## config.mk

```make
export PLATFORM = sky130hd
export DESIGN_NAME = retstack
export DESIGN_NICKNAME = d
export VERILOG_FILES = /design/src/rtl/retstack_pkg.sv /design/src/rtl/retstack_ctl.sv /design/src/rtl/retstack_dp.sv /design/src/rtl/retstack.sv
export SDC_FILE = /design/constraint.sdc
export NUM_CORES = 1
export LEC_CHECK = 0
export BUFFER_PORTS_ARGS = -buffer_cell sky130_fd_sc_hd__buf_2
export CELL_PAD_IN_SITES_DETAIL_PLACEMENT = 0
export CELL_PAD_IN_SITES_GLOBAL_PLACEMENT = 1
export CORE_ASPECT_RATIO = 1.2
export CORE_UTILIZATION = 39
export CTS_CLUSTER_SIZE = 24
export DETAILED_ROUTE_END_ITERATION = 16
export GPL_TIMING_DRIVEN = 1
export PLACE_DENSITY_LB_ADDON = 0.1
export SLEW_MARGIN = 20
export SYNTH_ARGS = -nofsm -noshare
export SYNTH_HDL_FRONTEND = slang
export SYNTH_HIERARCHICAL = 1
export SYNTH_SLANG_ARGS = --single-unit
```

## constraint.sdc

```tcl
create_clock -name clk -period 6.1 [get_ports clk]
set_input_delay 0.305 -clock clk [delete_from_list [all_inputs] [get_ports clk]]
set_output_delay 0.305 -clock clk [all_outputs]
set_load 0.02 [all_outputs]
```

## src/rtl/retstack_pkg.sv

```systemverilog
package retstack_pkg;
  parameter int unsigned STACK_DEPTH = 8;
  localparam int unsigned PTR_W = $clog2(STACK_DEPTH);

  typedef struct packed {
    logic             wrEn;
    logic [PTR_W-1:0] wrIdx;
    logic [PTR_W-1:0] topIdx;
  } stackCtlS;
endpackage

```

## src/rtl/retstack_ctl.sv

```systemverilog
module retstack_ctl
  import retstack_pkg::*;
(
  input  logic     clk,
  input  logic     rstN,
  input  logic     pushEn,
  input  logic     popEn,
  output stackCtlS ctlS
);
  logic [PTR_W-1:0] fillPtr;
  logic [PTR_W-1:0] fillPtrNext;
  logic [PTR_W-1:0] topIdx;

  // Slot below the next free one; wraps naturally with PTR_W bits.
  assign topIdx = fillPtr - PTR_W'(1);

  always_comb begin
    fillPtrNext = fillPtr;
    unique case ({pushEn, popEn})
      2'b10:   fillPtrNext = fillPtr + PTR_W'(1);
      2'b01:   fillPtrNext = topIdx;
      default: fillPtrNext = fillPtr;
    endcase
  end

  always_ff @(posedge clk or negedge rstN) begin
    if (!rstN) fillPtr <= '0;
    else       fillPtr <= fillPtrNext;
  end

  always_comb begin
    ctlS.wrEn   = pushEn;
    ctlS.wrIdx  = popEn ? topIdx : fillPtr;
    ctlS.topIdx = topIdx;
  end
endmodule

```

## src/rtl/retstack_dp.sv

```systemverilog
module retstack_dp
  import retstack_pkg::*;
#(
  parameter int unsigned ADDR_W = 13
) (
  input  logic              clk,
  input  logic              rstN,
  input  stackCtlS          ctlS,
  input  logic [ADDR_W-1:0] wrData,
  output logic [ADDR_W-1:0] topData
);
  logic [ADDR_W-1:0] entry [STACK_DEPTH];

  for (genvar i = 0; i < STACK_DEPTH; i++) begin : g_slot
    always_ff @(posedge clk or negedge rstN) begin
      if (!rstN)
        entry[i] <= '0;
      else if (ctlS.wrEn && (ctlS.wrIdx == PTR_W'(i)))
        entry[i] <= wrData;
    end
  end

  assign topData = entry[ctlS.topIdx];
endmodule

```

## src/rtl/retstack.sv

```systemverilog
module retstack
  import retstack_pkg::*;
#(
  parameter int unsigned ADDR_W = 13
) (
  input  logic              clk,
  input  logic              rstN,
  input  logic              pushEn,
  input  logic [ADDR_W-1:0] pushAddr,
  input  logic              popEn,
  output logic [ADDR_W-1:0] popAddr
);
  stackCtlS ctlS;

  retstack_ctl u_ctl (
    .clk    (clk),
    .rstN   (rstN),
    .pushEn (pushEn),
    .popEn  (popEn),
    .ctlS   (ctlS)
  );

  retstack_dp #(.ADDR_W(ADDR_W)) u_dp (
    .clk     (clk),
    .rstN    (rstN),
    .ctlS    (ctlS),
    .wrData  (pushAddr),
    .topData (popAddr)
  );
endmodule

```

* Yosys cells after proc, flatten, opt, wreduce, memory -nomap -nowiden *
Index checks and enable logic that the tools add are counted.

storage, ports and cells
  flip-flop bits (word level) = 107
  logic and storage cells = 37
  bits of input ports = 17
  output and inout port bits = 13

operators by class
  add/subtract/negate cells = 2
  bitwise operators = 1
  reductions and logical operators = 10
  multiplexer cells = 5
  magnitude comparators = 1
  equal/unequal tests = 9

operator list
  operator             number
  $bmux 13 s3          1
  $mux 13              2
  $eq 3x3->1 const B   4
  $logic_and 1x1->1    8
  $eq 3x2->1 const B   2
  $pmux 3 s2           1
  $ge 4x4->1 const B   1
  $not 3->4            1
  $add 3x1->3 const B  1
  $eq 3x1->1 const B   1
  $logic_not 3->1      1
  $mux 3               1
  $sub 3x1->3 const B  1
  $eq 2x1->1 const B   1
  $eq 2x2->1 const B   1
  $reduce_bool 2->1    1

* Longest topological paths before layout *
Gate-level depths: netlist of the first run.

  depth in word-level cells = 5
  depth in mapped cells = 7
  mapped depth without buffers = 6

* Modules after synthesis *
Netlist of the first run, hierarchy kept.

modules (own cells, without submodules)
  module        area each (um2)  sequential area each (um2)  cells each  times used
  retstack_dp   4,774.6          2,602.5                     270         1
  retstack_ctl  222.7            75.1                        24          1

* Least setup slack after synthesis of the first run *
No wires, ideal clock.

  path kind = register to output
  start = reg u_ctl.fillPtr[0]
  end = out popAddr[4]
  path buffers = 2
  data required time = 5.795 ns
  stages on the path, launching flop included = 8
  arrival time = 1.978 ns
  slack = 3.817 ns
  cell sequence = dfrtp_1 -> inv_1 -> ha_1 -> xor2_1 -> clkbuf_2 -> buf_1 -> mux4_2 -> mux2_2

RTL lines
  item                      line                source
  start: declaration        retstack_ctl.sv:10  logic [PTR_W-1:0] fillPtr;
  start signal: assignment  retstack_ctl.sv:28  else fillPtr <= fillPtrNext;
  end: declaration          retstack.sv:11      output logic [ADDR_W-1:0] popAddr

==> out/metrics.csv, run 1 <==
metric,value,unit
clk_path_buf_depth,2,
ys_seq_elements,107,
htree_num_levels,3,
fillers,1094,
ys_types,22,
overflow,0,
hold_depth,2,
clock_skew,7.181,ps
grt_pass1_wl,16.48,mm
gp_congestion,0.6616,
syn_area,4997,µm²
finalWirelength,10.01,mm
critical_path_class,register to register,
cts_buffers,9,
core,12280,µm²
avgSynthCellArea,17.00,µm²
initial_core_util,40.71,%
drtIter0Drc,70,
design.die.area,13270,µm²
rows,44,
finalNetCount,343,
cp_max_fo,27,
grt_pass1_vias,2897,
status,finished clean,
cts_tree,yes,
io_pins,30,
finalSetupViolCount,0,
viasPerCell,5.331,
synthToLayoutAreaGrowth,11.92,%
p_leak,2.436,nW
hp-start,pushAddr[5],
ys_seq_area_share,53.58,%
grt_max_degree,61,
ant_nets,0,
rsz0062_at_grt,false,
drc,0,
drv_slew,0,
antenna_found_initial,0,
cts.clk_slew.worst_paths,70,ps
drive_gt1_share,52.44,%
power-per-cell-area,631.5,nW/µm²
min_period,3524,ps
rr_endpoint,u_dp/entry[14],
routedWlPerCell,20.46,µm
drv_cap,0,
reg2reg_slack,2580,ps
cp.required,6330,ps
max_freq,283.8,MHz
timing.rr.start,u_ctl/fillPtr[0],
track_usage,16.91,%
final.setup.tns,0,ps
die_h,126,µm
finalCritPeriodShare,57.77,%
clock_sinks,107,
worstPathArrival,3750,ps
worstHoldPathType,primary input to register,
hold_viol_final,0,
critPathLaunchType,register,
die_w,105.3,µm
portBuffers,29,
end_kind,register,
ff2ff_path_depth,7,
max_slew_margin,30.42,%
diodes,0,
tightestPinTransition,1038,ps
whs,289.6,ps
cts_root_buf,clkbuf_16,
vdd_drop_max,0.3262,mV
insertion_delay,350,ps
syn_nets,314,
hold_end,u_dp/entry[31],
num_vias,2607,
synthCells,294,
ys_warn_count,6,
first_pass_iters,4,
dp_hpwl,5.943,mm
## how the worst max path moves through the flow
stage / startpoint / to / cells after the start
4_1_cts: u_ctl/fillPtr[0] / u_dp/entry[14] / 7
6_report: u_ctl/fillPtr[0] / u_dp/entry[14] / 7
5_1_grt: u_ctl/fillPtr[0] / u_dp/entry[17] / 7
2_1_floorplan: u_ctl/fillPtr[0] / popAddr[4] / 7
3_3_place_gp: u_ctl/fillPtr[0] / u_dp/entry[58] / 6
3_5_place_dp: u_ctl/fillPtr[0] / u_dp/entry[14] / 7
## metrics by stage
step | std cells | util, % | setup slack [ps] | area [µm²] | total power, mW
2_1_floorplan | 294 | - | 3817 | 4997 | 2.555
3_3_place_gp | 472 | 43.10 | 2581 | 5291 | 2.982
3_5_place_dp | 472 | 43.10 | 2574 | 5291 | 3.022
4_1_cts | 489 | 45.56 | 2553 | 5593 | 3.603
5_1_grt | 489 | 45.56 | 2315 | 5593 | 3.785
6_report | 489 | 45.56 | 2576 | 5593 | 3.532
## sequential cells by signal (all words and copies together), names as in the netlist
name,flops
u_dp/entry,104
u_ctl/fillPtr,3
## worst max-delay path, cell delays in order (launching register included)
cell	delay, ps
dfrtp_1	420
inv_1	70
buf_4	430
ha_1	320
nand2_1	90
xnor2_1	520
nand4b_1	940
mux2_2	600
## cell type report
cell class	instances	area [µm²]	share of cell area (%)
Clock buffer	13	270.3	4.832
Clock inverter	3	21.27	0.3803
Inverter	4	15.01	0.2685
Multi-Input combinational cell	167	2220	39.69
Sequential cell	107	2678	47.87
Tap cell	161	201.4	3.602
Timing Repair Buffer	34	187.7	3.356
## logic make-up (layout without fill, tap and decap cells)
group	count (synthesis)	in the layout	share of synthesized area, %
flip-flops	107	107	53.58
AO/OA/AOI/OAI	2	2	0.2001
buffers and inverters	20	54	2.328
multiplexers	144	144	40.08
AND/OR/NAND/NOR	12	12	2.003
adder cells (fa/ha/maj)	3	3	0.7512
XOR/XNOR	6	6	1.052
## report_power, final
| group | internal [mW] | total, mW | switching (mW) |
|---|---|---|---|
| registers | 1.07 | 1.23 | 0.162 |
| logic | 0.936 | 1.73 | 0.796 |
| clock network | 0.311 | 0.566 | 0.255 |
## synthesized netlist by cell type
| library cell | instances | area, µm² |
|---|---|---|
| buf_4 | 2 | 15.01 |
| nand2_1 | 2 | 7.510 |
| a21oi_1 | 1 | 5.000 |
| nor2_1 | 2 | 7.510 |
| dfrtp_1 | 107 | 2678 |
| mux2i_1 | 1 | 10.01 |
| inv_1 | 4 | 15.01 |
| mux2_2 | 117 | 1318 |
| and4bb_2 | 3 | 37.54 |
| ha_1 | 3 | 37.54 |
| buf_1 | 2 | 7.510 |
| buf_6 | 3 | 33.78 |
| nand4b_1 | 3 | 26.28 |
| o21ai_0 | 1 | 5.000 |
| xnor2_1 | 3 | 26.28 |
| mux4_1 | 24 | 630.6 |
| buf_2 | 8 | 40.04 |
| nand4_1 | 1 | 6.260 |
| nor4b_2 | 1 | 15.01 |
| mux4_2 | 2 | 45.04 |
| xor2_1 | 3 | 26.28 |
| clkbuf_2 | 1 | 5.000 |
## placed cells by master (no fill, tap or decap), drive strengths merged
cell / n
a21oi: 1
and4bb: 3
buf: 33
clkbuf: 13
clkinv: 2
clkinvlp: 1
dfrtp: 107
dlygate4sd3: 1
ha: 3
inv: 4
mux2: 117
mux2i: 1
mux4: 26
nand2: 2
nand4: 1
nand4b: 3
nor2: 2
nor4b: 1
o21ai: 1
xnor2: 3
xor2: 3
## what timing repair did
item	in CTS	in global routing
buffers inserted	0	0
hold buffers	1	0
hold endpoints to repair	4	0
resized for setup	0	0
## metal layers
metal / track usage (%) / wire length (µm) / part of all wire, %
met4: 7.705 / 204 / 2.0
met5: 0 / 0 / 0
met2: 26.70 / 4796 / 48
met3: 2.640 / 191 / 1.9
met1: 23.00 / 4814 / 48
Note: power is estimated with default switching activity, not from simulation.
==> inputs of run 2 (changes only) <==
- clock period: 6.1 -> 3.5 ns (I/O delays scaled with it)
==> run 2 against run 1 <==
  * Non-clock buffer count increased by 7
  * Design area increased by 1.6%
  * Cell count rose by 1.4%
  * Sequential share of layout area shrank 0.75 points
  * Largest power group unchanged
  * Critical endpoint is now u_dp/entry[60]
  * Global-route usage decreased by 0.15 points
  * Clock skew grew 0.62 ps
  * Sequential cell count unchanged
  * Hold slack got worse by 130 ps
  * Via count increased by 1.5%
  * Count of clock-buffer cells in the layout shrank 3
==> out/metrics.csv, run 2 (same netlist as run 1, synthesis figures left out) <==
metric,value,unit,change
final_cell_mix,"117 x mux2_2, 107 x dfrtp_1, 28 x buf_2",,
worstPathArrival,2930,ps,-820 ps
dp_hpwl,6.108,mm,+2.8%
initial_core_util,40.71,%,unchanged
grt.busiest_layer,met2,,
rows,44,,unchanged
num_vias,2647,,+1.5%
drc,0,,unchanged
vdd_drop_max,0.6291,mV,+93%
max_slew_margin,46.88,%,+16 points
fillers,1092,,-0.18%
grtUsageMet3,3.261,%,+0.62 points
drtIter0Drc,91,,+30%
met2_usage,26.70,%,unchanged
regMostFlops,u_dp/entry,,
drv_slew,0,,unchanged
critical_path_class,register to register,,
critPathLaunchType,register,,
cts_tree,yes,,
viasPerCell,5.337,,+0.10%
clk_path_buf_depth,2,,unchanged
design.die.area,13270,µm²,unchanged
clock_sinks,107,,unchanged
grt_pass1_wl,16.52,mm,+0.21%
cts_root_buf,clkbuf_16,,
overflow,0,,unchanged
hold_viol_final,0,,unchanged
clock_skew,7.800,ps,+0.6195 ps
antenna_found_initial,0,,unchanged
insertion_delay,350,ps,about the same
die_h,126,µm,unchanged
power-per-cell-area,1109,nW/µm²,+76%
drv_cap,0,,unchanged
grt_max_degree,62,,+1.6%
track_usage,16.76,%,-0.15 points
ant_nets,0,,unchanged
finalWirelength,10.01,mm,about the same
synthToLayoutAreaGrowth,13.70,%,
io_pins,30,,unchanged
first_pass_iters,4,,unchanged
gp_congestion,0.7163,,+8.3%
cts.clk_slew.worst_paths,80,ps,about the same
portBuffers,29,,unchanged
largest_register_ffs,104,,unchanged
grt_pass1_vias,2973,,+2.6%
min_period,2696,ps,-827.7 ps
routedWlPerCell,20.17,µm,-1.4%
htree_num_levels,3,,unchanged
post_cts_buffers,0,,unchanged
final.setup.tns,0,ps,unchanged
status,finished clean,,
tightestPinTransition,796.7,ps,-241.5 ps
rsz0062_at_grt,false,,
layout_commonest_cell,mux2_2,,
p_leak,2.479,nW,+1.8%
totalPowerFinal,6.303,mW,+78%
die_w,105.3,µm,unchanged
cp_max_fo,8,,-70%
top_regs,"u_dp/entry (104), u_ctl/fillPtr (3)",,
cts_buffers,9,,unchanged
reg2reg_slack,800,ps,-1770 ps
finalNetCount,350,,+2.0%
use_met1,22.99,%,about the same
end_kind,register,,
diodes,0,,unchanged
core,12280,µm²,unchanged
cp.required,3730,ps,-2600 ps
max_freq,370.9,MHz,+31%
finalSetupViolCount,0,,unchanged
drive_gt1_share,53.73,%,+1.3 points
finalCritPeriodShare,77.04,%,+19 points
worstHoldPathType,primary input to register,,
[run 2: report_power, final]
part / total, mW / internal [mW] / switching (mW)
sequential: 2.15 / 1.87 / 0.284
clock: 1.11 / 0.647 / 0.458
combinational: 3.05 / 1.65 / 1.40
total: 6.30 / 4.16 / 2.14
[run 2: critical path: stages, from the launching register on]
cell,delay [ps]
dfrtp_1,430
inv_1,80
ha_1,330
a21oi_1,500
nand4b_1,580
buf_4,370
mux2_2,280
[run 2: worst paths after layout]
check	depth (start not counted)	from	endpoint
hold reg to reg	1	u_dp/entry[78]	u_dp/entry[78]
setup / recovery	6	u_ctl/fillPtr[0]	u_dp/entry[60]
hold / removal	2	pushAddr[3]	u_dp/entry[16]
setup reg to reg	6	u_ctl/fillPtr[0]	u_dp/entry[60]
max in group asynchronous	3	rstN	u_dp/entry[86]
min in group asynchronous	2	rstN	u_ctl/fillPtr[0]
[run 2: layout make-up]
class / count / area, µm² / area share (%)
repair buffers: 41 / 240.2 / 4.228
multi-input cells: 167 / 2220 / 39.07
clock buffers: 10 / 239.0 / 4.206
well taps: 161 / 201.4 / 3.545
flip-flops and latches: 107 / 2678 / 47.13
inverters: 4 / 15.01 / 0.2643
clock inverters: 6 / 88.84 / 1.564
[run 2: per-layer routing]
metal	wire length [µm]	vias to the layer above
met4	151	0
met3	174	10
met2	4763	25
met1	4916	1417
met5	0	-
li1	-	1195
[run 2: what timing repair did]
action	in CTS	in global routing
resized for setup	0	0
setup endpoints to repair	0	0
hold buffers	1	0
hold endpoints to repair	59	0
[run 2: stage by stage]
stage | setup WS (ps) | std cells | utilization (%) | cell area, µm² | hold slack [ps]
2_1_floorplan | 1347 | 294 | - | 4997 | -120.6
3_3_place_gp | 888.0 | 479 | 43.53 | 5344 | 318.5
3_5_place_dp | 806.4 | 479 | 43.53 | 5344 | 332.9
4_1_cts | 774.4 | 496 | 46.28 | 5682 | 153.7
5_1_grt | 564.5 | 496 | 46.28 | 5682 | 170.5
6_report | 803.7 | 496 | 46.28 | 5682 | 159.6
